`config.mk`:
```
export PLATFORM = sky130hd
export DESIGN_NAME = wtc_cache
export DESIGN_NICKNAME = d
export VERILOG_FILES = /design/src/rtl/wtc_pkg.sv /design/src/rtl/wtc_line_store.sv /design/src/rtl/wtc_wqueue.sv /design/src/rtl/wtc_mem_port.sv /design/src/rtl/wtc_cache.sv
export SDC_FILE = /design/constraint.sdc
export NUM_CORES = 1
export LEC_CHECK = 0
export ABC_AREA = 1
export CAP_MARGIN = 10
export CORE_AREA = 5 5 248 129
export CTS_CLUSTER_DIAMETER = 200
export DETAILED_ROUTE_END_ITERATION = 8
export DIE_AREA = 0 0 253 134
export DONT_BUFFER_PORTS = 1
export PLACE_DENSITY_LB_ADDON = 0.25
export SETUP_SLACK_MARGIN = 0.1
export SKIP_LAST_GASP = 1
export SLEW_MARGIN = 30
export SYNTH_ARGS = -nofsm -noshare
export SYNTH_HDL_FRONTEND = slang
export SYNTH_HIERARCHICAL = 1
export SYNTH_SLANG_ARGS = --single-unit
```
`constraint.sdc`:
```
create_clock -name clk -period 8.95 [get_ports clk]
set_input_delay 0.895 -clock clk [delete_from_list [all_inputs] [get_ports clk]]
set_output_delay 0.895 -clock clk [all_outputs]
set_load 0.005 [all_outputs]
```
`src/rtl/wtc_pkg.sv`:
```
`timescale 1ns/1ps
package wtc_pkg;
   // Direction of a memory-side access
   typedef enum logic {
      MEM_OP_RD = 1'b0,
      MEM_OP_WR = 1'b1
   } wtc_memop_e;
endpackage

```
`src/rtl/wtc_line_store.sv`:
```
`timescale 1ns/1ps
// Direct-mapped line array: one word per line, valid + tag per line.
module wtc_line_store #(
   parameter int ADDR_W = 8,
   parameter int DATA_W = 32,
   parameter int LINES  = 8
) (
   input  logic              clk,
   input  logic              rst_n,
   input  logic [ADDR_W-1:0] lk_addr,
   output logic              lk_hit,
   output logic [DATA_W-1:0] lk_data,
   input  logic              upd_en,
   input  logic [ADDR_W-1:0] upd_addr,
   input  logic [DATA_W-1:0] upd_data
);
   localparam int IDX_W = $clog2(LINES);
   localparam int TAG_W = ADDR_W - IDX_W;

   logic [LINES-1:0]  vld_q;
   logic [TAG_W-1:0]  tag_q [LINES];
   logic [DATA_W-1:0] dat_q [LINES];

   logic [IDX_W-1:0]  lk_idx, upd_idx;
   logic [TAG_W-1:0]  lk_tag, upd_tag;

   assign lk_idx  = lk_addr[IDX_W-1:0];
   assign lk_tag  = lk_addr[ADDR_W-1:IDX_W];
   assign upd_idx = upd_addr[IDX_W-1:0];
   assign upd_tag = upd_addr[ADDR_W-1:IDX_W];

   assign lk_hit  = vld_q[lk_idx] && (tag_q[lk_idx] == lk_tag);
   assign lk_data = dat_q[lk_idx];

   always_ff @(posedge clk or negedge rst_n) begin
      if (!rst_n) begin
         vld_q <= '0;
      end else if (upd_en) begin
         vld_q[upd_idx] <= 1'b1;
      end
   end

   always_ff @(posedge clk) begin
      if (upd_en) begin
         tag_q[upd_idx] <= upd_tag;
         dat_q[upd_idx] <= upd_data;
      end
   end
endmodule

```
`src/rtl/wtc_wqueue.sv`:
```
`timescale 1ns/1ps
// Posted write queue, first-in first-out.
module wtc_wqueue #(
   parameter int ADDR_W = 8,
   parameter int DATA_W = 32,
   parameter int DEPTH  = 4
) (
   input  logic              clk,
   input  logic              rst_n,
   input  logic              push,
   input  logic [ADDR_W-1:0] push_addr,
   input  logic [DATA_W-1:0] push_data,
   input  logic              pop,
   output logic [ADDR_W-1:0] head_addr,
   output logic [DATA_W-1:0] head_data,
   output logic              empty,
   output logic              full
);
   localparam int CNT_W = $clog2(DEPTH + 1);
   localparam int ENT_W = ADDR_W + DATA_W;

   logic [CNT_W-1:0] cnt_q;

   always_ff @(posedge clk or negedge rst_n) begin
      if (!rst_n) begin
         cnt_q <= '0;
      end else if (push && !pop) begin
         cnt_q <= cnt_q + 1'b1;
      end else if (pop && !push) begin
         cnt_q <= cnt_q - 1'b1;
      end
   end

   assign empty = (cnt_q == '0);
   assign full  = (cnt_q == CNT_W'(DEPTH));

   generate
      if (DEPTH == 1) begin : g_single
         logic [ENT_W-1:0] ent_q;
         always_ff @(posedge clk) begin
            if (push) ent_q <= {push_addr, push_data};
         end
         assign {head_addr, head_data} = ent_q;
      end else begin : g_ring
         localparam int PTR_W = $clog2(DEPTH);
         logic [ENT_W-1:0] ent_q [DEPTH];
         logic [PTR_W-1:0] wr_ptr_q, rd_ptr_q;

         always_ff @(posedge clk or negedge rst_n) begin
            if (!rst_n) begin
               wr_ptr_q <= '0;
               rd_ptr_q <= '0;
            end else begin
               if (push)
                  wr_ptr_q <= (wr_ptr_q == PTR_W'(DEPTH-1)) ? '0 : wr_ptr_q + 1'b1;
               if (pop)
                  rd_ptr_q <= (rd_ptr_q == PTR_W'(DEPTH-1)) ? '0 : rd_ptr_q + 1'b1;
            end
         end

         always_ff @(posedge clk) begin
            if (push) ent_q[wr_ptr_q] <= {push_addr, push_data};
         end
         assign {head_addr, head_data} = ent_q[rd_ptr_q];
      end
   endgenerate


   no_overflow_chk: assert property (@(posedge clk) disable iff (!rst_n)
      push |-> !full);

   no_underflow_chk: assert property (@(posedge clk) disable iff (!rst_n)
      pop |-> !empty);
endmodule

```
`src/rtl/wtc_mem_port.sv`:
```
`timescale 1ns/1ps
// Memory-side sequencer: queued stores first, a pending fill only once drained.
module wtc_mem_port
   import wtc_pkg::*;
#(
   parameter int ADDR_W = 8,
   parameter int DATA_W = 32
) (
   input  logic              clk,
   input  logic              rst_n,
   input  logic              q_empty,
   input  logic [ADDR_W-1:0] q_addr,
   input  logic [DATA_W-1:0] q_data,
   input  logic              fill_need,
   input  logic [ADDR_W-1:0] fill_addr,
   output logic              q_pop,
   output logic              fill_done,
   output logic              mem_req,
   output logic              mem_we,
   output logic [ADDR_W-1:0] mem_addr,
   output logic [DATA_W-1:0] mem_wdata,
   input  logic              mem_ack
);
   logic drain;
   wtc_memop_e op;

   assign drain     = !q_empty;
   assign op        = drain ? MEM_OP_WR : MEM_OP_RD;
   assign mem_req   = drain || fill_need;
   assign mem_we    = (op == MEM_OP_WR);
   assign mem_addr  = drain ? q_addr : fill_addr;
   assign mem_wdata = q_data;
   assign q_pop     = drain && mem_ack;
   assign fill_done = !drain && fill_need && mem_ack;


   mem_hold_chk: assert property (@(posedge clk) disable iff (!rst_n)
      (mem_req && !mem_ack) |=> (mem_req && $stable(mem_we) && $stable(mem_addr)
                                 && (!mem_we || $stable(mem_wdata))));
endmodule

```
`src/rtl/wtc_cache.sv`:
```
`timescale 1ns/1ps
// Direct-mapped, write-through, write-around cache with posted write queue.
module wtc_cache #(
   parameter int ADDR_W   = 8,
   parameter int DATA_W   = 32,
   parameter int LINES    = 8,
   parameter int Q_DEPTH  = 4
) (
   input  logic              clk,
   input  logic              rst_n,
   input  logic              cpu_req,
   input  logic              cpu_we,
   input  logic [ADDR_W-1:0] cpu_addr,
   input  logic [DATA_W-1:0] cpu_wdata,
   output logic [DATA_W-1:0] cpu_rdata,
   output logic              cpu_stall,
   output logic              mem_req,
   output logic              mem_we,
   output logic [ADDR_W-1:0] mem_addr,
   output logic [DATA_W-1:0] mem_wdata,
   input  logic              mem_ack,
   input  logic [DATA_W-1:0] mem_rdata
);
   localparam int IDX_W = $clog2(LINES);

   generate
      if (LINES < 2 || (LINES & (LINES - 1)) != 0) begin : g_bad_lines
         $error("LINES must be a power of two of at least 2");
      end
      if (ADDR_W <= IDX_W) begin : g_bad_addr
         $error("ADDR_W must exceed the index width");
      end
      if (Q_DEPTH < 1) begin : g_bad_depth
         $error("Q_DEPTH must be at least 1");
      end
   endgenerate

   logic              lk_hit;
   logic [DATA_W-1:0] lk_data;
   logic              q_empty, q_full, q_pop;
   logic [ADDR_W-1:0] q_addr;
   logic [DATA_W-1:0] q_data;
   logic              rd_miss, wr_take, fill_done, upd_en;
   logic [DATA_W-1:0] upd_data;

   assign rd_miss   = cpu_req && !cpu_we && !lk_hit;
   assign wr_take   = cpu_req && cpu_we && !q_full;
   assign cpu_stall = rd_miss || (cpu_req && cpu_we && q_full);
   assign cpu_rdata = lk_data;
   assign upd_en    = fill_done || (wr_take && lk_hit);
   assign upd_data  = fill_done ? mem_rdata : cpu_wdata;

   wtc_line_store #(.ADDR_W(ADDR_W), .DATA_W(DATA_W), .LINES(LINES)) lines_i (
      .clk(clk), .rst_n(rst_n),
      .lk_addr(cpu_addr), .lk_hit(lk_hit), .lk_data(lk_data),
      .upd_en(upd_en), .upd_addr(cpu_addr), .upd_data(upd_data)
   );

   wtc_wqueue #(.ADDR_W(ADDR_W), .DATA_W(DATA_W), .DEPTH(Q_DEPTH)) wq_i (
      .clk(clk), .rst_n(rst_n),
      .push(wr_take), .push_addr(cpu_addr), .push_data(cpu_wdata),
      .pop(q_pop), .head_addr(q_addr), .head_data(q_data),
      .empty(q_empty), .full(q_full)
   );

   wtc_mem_port #(.ADDR_W(ADDR_W), .DATA_W(DATA_W)) mp_i (
      .clk(clk), .rst_n(rst_n),
      .q_empty(q_empty), .q_addr(q_addr), .q_data(q_data),
      .fill_need(rd_miss), .fill_addr(cpu_addr),
      .q_pop(q_pop), .fill_done(fill_done),
      .mem_req(mem_req), .mem_we(mem_we), .mem_addr(mem_addr),
      .mem_wdata(mem_wdata), .mem_ack(mem_ack)
   );


   fill_only_on_miss_chk: assert property (@(posedge clk) disable iff (!rst_n)
      (mem_req && !mem_we) |-> (cpu_req && !cpu_we && cpu_stall));

   fill_then_hit_chk: assert property (@(posedge clk) disable iff (!rst_n)
      (mem_req && !mem_we && mem_ack) |=> (!cpu_req || !cpu_stall));
endmodule

```
Yosys cells after proc, flatten, opt, wreduce, memory -nomap -nowiden
Memory sizes are Yosys's and may differ from the RTL's.
Index checks and enable logic that the tools add are counted.
{"block": "word_totals", "ff_bits": 15, "ramBits": 456, "in_bits": 77, "output_inout_bits": 75, "elab_cells": 57, "mem_count": 3}
{"block": "classes", "add_sub_neg": 4, "n_lt_le_gt_ge": 2, "n_eq_ne": 4, "n_mux": 15, "bitwise_logic": 1, "reduce_logical": 24}
{"memory": "lines_i.dat_q", "depth": 8, "word_bits": 32, "rd": 1, "rd_ports_with_merged_regs": 0, "write_ports": 1, "line": "wtc_line_store.sv:22", "source": "logic [DATA_W-1:0] dat_q [LINES];"}
{"memory": "wq_i.g_ring.ent_q", "depth": 4, "word_bits": 40, "rd": 1, "rd_ports_with_merged_regs": 0, "write_ports": 1, "line": "wtc_wqueue.sv:46", "source": "logic [ENT_W-1:0] ent_q [DEPTH];"}
{"memory": "lines_i.tag_q", "depth": 8, "word_bits": 5, "rd": 1, "rd_ports_with_merged_regs": 0, "write_ports": 1, "line": "wtc_line_store.sv:21", "source": "logic [TAG_W-1:0] tag_q [LINES];"}
{"cell": "32-bit 2-to-1 mux", "n": 1}
{"cell": "1-bit logical AND", "n": 13}
{"cell": "8-bit 2-to-1 mux", "n": 1}
{"cell": "8-bit OR", "n": 1}
{"cell": "1-bit 2-to-1 mux", "n": 7}
{"cell": "1-bit zero test", "n": 6}
{"cell": "3-bit 2-to-1 mux", "n": 2}
{"cell": "5-bit equality test", "n": 1}
{"cell": "2-bit by 1-bit adder with 2-bit output, second input constant", "n": 2}
{"cell": "2-bit equality test, second input constant", "n": 2}
{"cell": "3-bit by 4-bit less-than comparator with 1-bit output, second input constant", "n": 1}
{"cell": "2-bit 2-to-1 mux", "n": 2}
{"cell": "3-bit by 1-bit adder with 3-bit output, second input constant", "n": 1}
{"cell": "1-bit binary-select mux with 3-bit select", "n": 1}
{"cell": "1-bit demux with 3-bit select", "n": 1}
{"cell": "3-bit equality test, second input constant", "n": 1}
{"cell": "3-bit by 1-bit greater-or-equal comparator with 1-bit output, second input constant", "n": 1}
{"cell": "3-bit zero test", "n": 1}
{"cell": "1-bit logical OR", "n": 3}
{"cell": "3-bit by 1-bit subtractor with 3-bit output, second input constant", "n": 1}
{"cell": "2-bit nonzero test", "n": 1}

Longest topological paths before layout
Gate-level depths: netlist of the first run.
{"block": "depth", "word_depth": 10, "depth_mapped": 23, "ltp_nobuf": 19}

Modules after synthesis
The synthesis of the first run kept the hierarchy.
{"mod": "wtc_line_store", "n_inst": 1, "cells_per_inst": 943, "area_per_inst_um2": 11974.0}
{"mod": "wtc_wqueue", "n_inst": 1, "cells_per_inst": 519, "area_per_inst_um2": 6899.1}
{"mod": "wtc_cache", "n_inst": 1, "cells_per_inst": 114, "area_per_inst_um2": 533.0}
{"mod": "wtc_mem_port", "n_inst": 1, "cells_per_inst": 64, "area_per_inst_um2": 367.9}

Worst setup path after synthesis of the first run
No wires, ideal clock.
{"block": "synth_path", "path_type": "input to register", "start": "input port cpu_addr[0]", "end": "memory lines_i.dat_q[0][0], enable pin", "setup_ns": 0.431, "arrival_ns": 4.111, "t_required_ns": 8.519, "setup_slack_ns": 4.408, "path_stages": 21, "path_cell_list": "buf_6 > inv_4 > buf_6 > nand2_1 > nand2_1 > nand2_1 > o21ai_1 > nand2_1 > nand3b_1 > nand2_1 > nand2_1 > nor2_2 > nor2_1 > nand2_1 > nor2_1 > buf_6 > inv_8 > buf_12 > nand2_1 > nand2_1 > nor2_1"}
{"block": "synth_via", "elab_chain_len": 10, "elab_cells_between_ends": 13, "cone_classes": "1 x eq/ne; 4 x mux; 7 x reduce/logical; 1 x memory"}
{"item": "start: declaration", "line": "wtc_cache.sv:13", "source": "input logic [ADDR_W-1:0] cpu_addr,"}
{"item": "memory 8 x 5 bit / 1-bit binary-select mux with 3-bit select (equally long branches)"}
{"item": "5-bit equality test / 1-bit 2-to-1 mux (equally long branches)", "line": "wtc_line_store.sv:32", "source": "assign lk_hit = vld_q[lk_idx] && (tag_q[lk_idx] == lk_tag);"}
{"item": "1-bit logical AND *", "line": "wtc_line_store.sv:32"}
{"item": "named net lk_hit", "line": "wtc_cache.sv:38", "source": "logic lk_hit;"}
{"item": "1-bit zero test *", "line": "wtc_cache.sv:46", "source": "assign rd_miss = cpu_req && !cpu_we && !lk_hit;"}
{"item": "1-bit logical AND *", "line": "wtc_cache.sv:46"}
{"item": "named net rd_miss", "line": "wtc_cache.sv:43", "source": "logic rd_miss, wr_take, fill_done, upd_en;"}
{"item": "1-bit logical AND * (2 in a row)", "line": "wtc_mem_port.sv:34", "source": "assign fill_done = !drain && fill_need && mem_ack;"}
{"item": "named net fill_done", "line": "wtc_cache.sv:43"}
{"item": "1-bit logical OR *", "line": "wtc_cache.sv:50", "source": "assign upd_en = fill_done || (wr_take && lk_hit);"}
{"item": "named net upd_en", "line": "wtc_cache.sv:43"}
{"item": "1-bit 2-to-1 mux *", "line": "wtc_line_store.sv:44", "source": "if (upd_en) begin"}
{"item": "1-bit 2-to-1 mux (implied by the code) *", "line": "wtc_line_store.sv:46", "source": "dat_q[upd_idx] <= upd_data;"}
{"item": "end: declaration", "line": "wtc_line_store.sv:22"}
The timed path passes the listed nets; every way through them passes the cells marked *. The select of a mux whose other input is x is not followed.

Final worst setup path of the first run
{"block": "layout_path", "start": "input port cpu_addr[1]", "end": "memory lines_i.dat_q[4][12], enable pin"}
Same word-level chain as after synthesis.

==> impl_results.md, run 1 <==
- Post-DRT Antenna Nets: 0
- P_leak: 7.71 nW
- Antenna Cells: 0
- Area growth syn-to-layout: 5.77%
- Vias in the first global route: 11300
- CTS-repair resized insts: 0
- Initial antenna violation count: 0
- Commonest non-fill, non-tap cell in the layout: edfxtp_1
- Crit-path slowest cell: buf_4
- Pre-CTS setup slack: approximately 3.4 ns
- Status: finished, final reports clean
- GRT Resource Usage Total: between 20 and 30%
- Clock Latency Late Sink: roughly 0.54 ns
- Total die area: 33900 sq um
- Chip Width: 253 um
- Hold Path Class: primary input to asynchronous set/reset pin
- Worst Setup SP: cpu_addr[1]
- DRT Wirelength: 43.6 mm
- Final period demand of the worst path: between 4 and 5 ns
- Pre-antenna DRT Iters: 5
- Area share of the largest cell type after synthesis: approximately 69%
- Max H-tree Level: 2
- Most frequent cells in the layout: edfxtp_1 (456), nand2_1 (401), nor2_1 (149), inv_1 (125), o21ai_0 (121)
- Tot Pwr: about 5.2 mW
- Leading area contributor after synthesis: edfxtp_1
- Ys Warns: 6
- Setup bufs post-CTS: 0
- PnR worst setup slack: roughly 4.2 ns
- Clock transition at path regs: about 0.070 ns
- Synth Register Bits: between 400 and 500
- Layout cell share with drive strength beyond 1: under 10%
- Rows: 45
- F_max: about 0.21 GHz
- Final hold viol count: 0
- Setup TNS: 0 ns
- Dpl hpwl: between 20 and 30 mm
- First-pass GRT wire length: 66.5 mm
- Largest net degree at the start of global routing: roughly 170
- Nets: approximately 1700
- CP endpoint kind: flip-flop
- Max-cap violations: 0
- IO Port Bufs: 0
- Crit share post-route: between 50% and 60%
- CP max FO: 86
- Final core occ: between 70% and 80%
- Clk sinks: approximately 470
- Wire per inst: between 20 and 25 um
- Kind of critical path: primary input to flip-flop
- Max_slew headroom: between 30% and 40%
- CP cell instances: inv_2 > buf_4 > nand3_1 > nand3_1 > nand3_1 > nand2_1 > nor2_1 > nand2_1 > nor2_2 > nor2_1 > nand2_1 > nor2_4 > buf_16 > inv_8 > nand2_1 > nand2_1 > nor2_4 > buf_4
- Total grt overflow: 0
- Initial DRC count: between 1000 and 1500
- Post-route cell area: approximately 21000 sq um
- Cts hold-fix bufs: 0
- Distinct cells, synth: 30
- Max Root-Sink Buffers: 3
- Final setup fails: 0
- Pins over their slew limit: 0
- Worst-Margin Slew: approximately 1 ns
- Synth Cell Area: just under 20000 sq um
- Clock skew: a little over 0.01 ns
- Worst Path Required: between 9 and 10 ns
- Register-to-register setup slack: approximately 4.9 ns
- FILL cells: approximately 2000
- Initial core utilization: between 60% and 70%
- Critical path launch point type: primary input
- I/O Pins: approximately 150
- CORE AREA: between 20000 and 30000 sq um
- WP data arrival: 4.94 ns
- Vert. Die Dim: around 130 um
- Cell mode on critical path: nand2_1
- Clock root cell: clkbuf_16
- DR vias: ~12000
- Syn Nets: around 1700
- Power Density: between 200 and 250 nW/um^2
- Detailed-route DRC error count: 0
- Vias per inst: between 5 and 6
- Cts bufs inserted: 39
- Post-Syn Instances: around 1600
- Synth top area cells: edfxtp_1 (69%), nand2_1 (7.6%), o21ai_0 (3.1%)
- Max incr delay on CP: approximately 0.57 ns
- Peak VDD IR: between 0.15 and 0.2 mV
- CTS tree: yes
- Avg Inst Size Synth: ~12 sq um
- RSZ-0062 raised after global routing: no
- Placer Congestion: between 0.8 and 0.9
- Worst R2R Start: wq_i/cnt_q[0]
- DP Area: about 20000 sq um
- Sequential share of the synthesized area: a little under three quarters
[power by group]
part	switching (mW)	leakage [nW]	internal, mW
combinational	0.635	2.80	0.236
clock	0.744	0.616	0.952
sequential	0.0422	4.29	2.55
[worst max-delay path, delay by kind of cell]
family	cells	cell delay [ns]
buffers and inverters	5	1.70
AND/OR/NAND/NOR	13	2.24
[worst paths after layout]
path                                            end  depth (start not counted)
setup / recovery               lines_i/dat_q[4][12]                         18
hold / removal                     lines_i/vld_q[5]                          0
setup reg to reg               lines_i/dat_q[4][12]                          9
hold reg to reg                    lines_i/vld_q[4]                          2
max in group asynchronous   wq_i/g_ring.rd_ptr_q[1]                          0
min in group clk           wq_i/g_ring.ent_q[1][29]                          0
[layout make-up]
cell class	count	area (sq um)	share of cell area [%]
repair buffers	17	151	0.724
inverters	135	524	2.51
well taps	399	499	2.39
multi-input cells	911	4410	21.1
flip-flops and latches	471	14100	67.3
clock buffers	54	1100	5.28
clock inverters	16	151	0.724
[flip-flops by register name (all words and copies together) (netlist names)]
name                  cells
lines_i/vld_q             8
wq_i/g_ring.ent_q       160
wq_i/g_ring.rd_ptr_q      2
lines_i/dat_q           256
lines_i/tag_q            40
wq_i/cnt_q                3
wq_i/g_ring.wr_ptr_q      2
[synth_stat cells]
library cell  count
xnor2_1           1
or2_2             4
nor3_1            3
nand3_1          26
inv_2             4
o21ai_0         121
buf_4            40
o22ai_1          64
o21ai_1          28
inv_1           129
dfrtp_1          15
ha_1              6
inv_4             1
nand4_1           2
clkbuf_8          3
nand2_2           9
o211ai_1         57
inv_8             1
fa_1              1
buf_6            20
o211ai_2         23
a21oi_1           5
clkbuf_1         28
edfxtp_1        456
nor2_2            1
nand3b_1          1
nor2_1          158
buf_12            1
buf_2            31
nand2_1         401
[metal layers]
| layer | wire (um) | part of all wire (%) | GRT usage [%] |
|---|---|---|---|
| met5 | 0 | 0 | 0 |
| met3 | 4270 | 9.8 | 5.43 |
| met2 | 20500 | 47 | 39.9 |
| met4 | 824 | 1.9 | 5.93 |
| met1 | 18000 | 41 | 37.7 |
[per-stage QoR]
step	hold WS, ns	cells
6_report	0.0463	2003
3_3_place_gp	0.453	1932
4_1_cts	0.0228	2002
2_1_floorplan	0.424	1640
3_5_place_dp	0.447	1932
5_1_grt	0.0189	2003
[logic make-up (layout without fill, tap and decap cells)]
| kind of cell | count (synthesis) | in the layout | synth area share (%) |
|---|---|---|---|
| adder cells (fa/ha/maj) | 7 | 7 | 0.481 |
| AO/OA/AOI/OAI | 298 | 298 | 9.54 |
| buffers and inverters | 258 | 222 | 6.90 |
| XOR/XNOR | 1 | 1 | 0.0443 |
| AND/OR/NAND/NOR | 605 | 605 | 11.9 |
| flip-flops | 471 | 471 | 71.1 |
Note: power is estimated with default switching activity, not from simulation.
==> inputs of run 2 (changes only) <==
--- a/config.mk
+++ b/config.mk
@@ -5,12 +5,12 @@
 export SDC_FILE = /design/constraint.sdc
 export NUM_CORES = 1
 export LEC_CHECK = 0
-export ABC_AREA = 1
+export ABC_AREA = 0
 export CAP_MARGIN = 10
-export CORE_AREA = 5 5 248 129
+export CORE_AREA = 5 5 251 131
 export CTS_CLUSTER_DIAMETER = 200
 export DETAILED_ROUTE_END_ITERATION = 8
-export DIE_AREA = 0 0 253 134
+export DIE_AREA = 0 0 256 136
 export DONT_BUFFER_PORTS = 1
 export PLACE_DENSITY_LB_ADDON = 0.25
 export SETUP_SLACK_MARGIN = 0.1
==> constraint.sdc (replaced) <==
create_clock -name clk -period 4.8 [get_ports clk]
set_input_delay 0.48 -clock clk [delete_from_list [all_inputs] [get_ports clk]]
set_output_delay 0.48 -clock clk [all_outputs]
set_load 0.005 [all_outputs]
==> run 2 against run 1 <==
Effect of this change:
- sequential share of layout area grew 1.1 points
- non-clock buffer count grew 26
- combinational power grew 35%
- power grew 82%
- clock skew grew 0.011 ns
- setup slack lost 2.8 ns
- register-to-register slack lost 3.5 ns
- core utilization shrank 3.4 points
- cell count shrank 37%
- final area shrank 1.6%
- clock power grew 91%
- largest cell class unchanged
- largest power group unchanged
- highest routed layer unchanged
==> impl_results.md, run 2 <==
- Layout cell share with drive strength beyond 1: between 30% and 40%
- Cts hold-fix bufs: 26
- Max reg flops: approximately 260
- R2R cell count: 10
- Final setup fails: 0
- Ys Warns: 6
- Most common flop cell mapped by yosys: edfxtp_1
- Crit share post-route: about 71%
- Total grt overflow: 0
- Register Area: 14100 sq um
- Logic pwr share: approximately 13%
- Status: finished, final reports clean
- Int Pwr: 7.25 mW
- DP Area: about 19000 sq um
- Sequential power share: 52.8%
- Cts bufs inserted: 40
- CORE AREA: ~31000 sq um
- Detailed-route DRC error count: 0
- Dpl hpwl: roughly 22 mm
- Synth Register Bits: approximately 470
- Initial core utilization: 61.1%
- Largest net degree at the start of global routing: 93
- RSZ-0062 raised after global routing: no
- Most frequent cells in the layout: edfxtp_1 (456), mux4_2 (110), clkbuf_16 (42), mux2_2 (41), mux2_4 (35)
- Max_slew headroom: between 40 and 50%
- CTS tree: yes
- WP data arrival: 3.65 ns
- Kind of critical path: flip-flop to flip-flop
- Final period demand of the worst path: about 3.4 ns
- Vias in the first global route: roughly 8500
- Vias per inst: around 6.4
- Synth top area cells: edfxtp_1 (73%), mux4_2 (13%), mux2_4 (2.8%)
- Setup bufs post-CTS: 0
- Most instantiated library cell after synthesis: edfxtp_1
- DR vias: a little over 8000
- Avg Inst Size Synth: 23.3 sq um
- IO Port Bufs: 0
- Worst R2R Start: lines_i/vld_q[5]
- Chip Width: roughly 260 um
- Area share of the largest cell type after synthesis: between 70 and 80%
- CP max FO: 21
- WHS Path Cells: 0
- Crit-path slowest cell: nor2_4
- First-pass GRT wire length: around 55 mm
- Max H-tree Level: 2
- Final hold viol count: 0
- Clock transition at path regs: approximately 0.060 ns
- Clock skew: about 0.021 ns
- Leading area contributor after synthesis: edfxtp_1
- CP cell instances: mux4_1 > mux2_2 > nand4_1 > nor3_2 > nor3b_1 > and3_2 > a21o_1 > nand2b_1 > nor2_4 > buf_12
- I/O Pins: 152
- Critical path launch point type: flip-flop
- Nets: around 900
- Min-Delay Endpoint: wq_i/g_ring.ent_q[1][18]
- Clock root cell: clkbuf_16
- Setup TNS: 0 ns
- Switching share of power: between 20% and 30%
- Register with the most flip-flops: lines_i/dat_q
- Max-cap violations: 0
- Power Density: 456 nW/um^2
- Initial antenna violation count: 0
- Switching pwr: about 2.1 mW
- Hold Path Class: primary input to flip-flop
- Rows: 46
- Wire per inst: slightly below 30 um
- Synth top cells by count: edfxtp_1 (456), mux4_2 (110), mux2_2 (41), buf_4 (38), mux2_4 (35)
- Post-route cell area: 20600 sq um
- Max incr delay on CP: between 0.6 and 0.7 ns
- Area occupied by multi-input gates: around 4200 sq um
- Total die area: roughly 35000 sq um
- Max Root-Sink Buffers: 3
- DRT Wirelength: 36.8 mm
- Asr flop ratio synth: under 10%
- F_max: just under 0.3 GHz
- Pins over their slew limit: 0
- Clk sinks: between 400 and 500
- Post-DRT Antenna Nets: 0
- Initial DRC count: approximately 740
- EDFF count, synth: around 460
- FILL cells: roughly 1900
- Area growth syn-to-layout: 9.69%
- Placer Congestion: ~0.75
- Distinct cells, synth: 31
- CP endpoint kind: flip-flop
- Post-Syn Instances: approximately 810
- Pre-antenna DRT Iters: 5
- Largest regs: lines_i/dat_q: 256 flops, wq_i/g_ring.ent_q: 160 flops, lines_i/tag_q: 40 flops
- Peak VDD IR: 0.317 mV
- Hold Startpoint: cpu_wdata[18]
- Syn Nets: slightly below 900
- P_leak: 6.62 nW
- Register-to-register setup slack: around 1.4 ns
- Clock Latency Late Sink: between 0.5 and 0.6 ns
- Sequential share of the synthesized area: 75.0%
- Worst-Margin Slew: slightly below 0.8 ns
- GRT Resource Usage Total: between 20% and 30%
- Synth Cell Area: about 19000 sq um
- Vert. Die Dim: between 100 and 150 um
- Commonest non-fill, non-tap cell in the layout: edfxtp_1
- CTS-repair resized insts: 0
- Clock power share: 34.6%
- FF-to-FF End: lines_i/dat_q[1][19]
- Worst Path Required: 5.04 ns
[run 2: final cells by class]
type / instances / share of cell area [%]
clock buffers: 49 / 5.23
well taps: 408 / 2.48
diodes: 1 / 0.0122
clock inverters: 23 / 1.20
repair buffers: 43 / 2.31
flip-flops and latches: 471 / 68.4
multi-input cells: 263 / 20.3
inverters: 5 / 0.0912
[run 2: kinds of logic after synthesis]
group | after synthesis | share of synthesized area, %
flip-flops | 471 | 75.0
AND/OR/NAND/NOR | 42 | 1.25
buffers and inverters | 73 | 3.19
multiplexers | 203 | 19.6
adder cells (fa/ha/maj) | 7 | 0.507
XOR/XNOR | 8 | 0.373
AO/OA/AOI/OAI | 3 | 0.0934
[run 2: through the flow]
stage / total power, mW / utilization (%) / hold WS [ns] / cells / worst slack [ns]
2_1_floorplan: 6.18 / - / 0.184 / 807 / 0.194
6_report: 9.38 / 67.0 / 0.0341 / 1263 / 1.39
3_3_place_gp: 6.13 / 61.7 / 0.185 / 1163 / 1.28
3_5_place_dp: 6.19 / 61.8 / 0.185 / 1163 / 1.21
5_1_grt: 9.75 / 67.0 / 0.00402 / 1262 / 1.17
4_1_cts: 9.46 / 66.9 / 0.00393 / 1261 / 1.39
[run 2: how the worst max path moves through the flow]
stage / start / to / slack (ns) / cells past startpoint
floorplan: cpu_addr[0] / lines_i/dat_q[1][0] / 0.19 / 13
global placement: cpu_addr[0] / lines_i/dat_q[1][24] / 1.28 / 10
detailed placement: cpu_addr[0] / lines_i/dat_q[1][22] / 1.21 / 10
CTS: lines_i/vld_q[5] / lines_i/dat_q[1][30] / 1.39 / 10
global route: lines_i/vld_q[4] / lines_i/dat_q[1][19] / 1.17 / 10
finish: lines_i/vld_q[5] / lines_i/dat_q[1][19] / 1.39 / 10
[run 2: metal layers]
layer | share of wire (%) | wire (um) | up-vias | track usage (%)
met4 | 1.5 | 545 | 0 | 4.91
li1 | - | - | 3358 | -
met2 | 47 | 17500 | 337 | 33.9
met1 | 43 | 15900 | 4310 | 31.4
met5 | 0 | 0 | - | 0
met3 | 7.7 | 2840 | 39 | 5.36
[run 2: power by group through the flow]
stage | logic, mW | registers [mW] | clock network [mW]
final | 1.18 | 4.95 | 3.24
after global routing | 1.27 | 4.98 | 3.51
after CTS | 1.11 | 5.03 | 3.33
after detailed placement | 1.07 | 5.11 | 0
after global placement | 1.05 | 5.08 | 0
after floorplan | 1.30 | 4.88 | 0
[run 2: worst max-delay path: cells and delay by family, from the launching register on]
family / cells / cell delay [ns]
buffers and inverters: 1 / 0.27
flip-flops: 1 / 0.38
AND/OR/NAND/NOR: 6 / 1.55
multiplexers: 2 / 0.77
AO/OA/AOI/OAI: 1 / 0.13
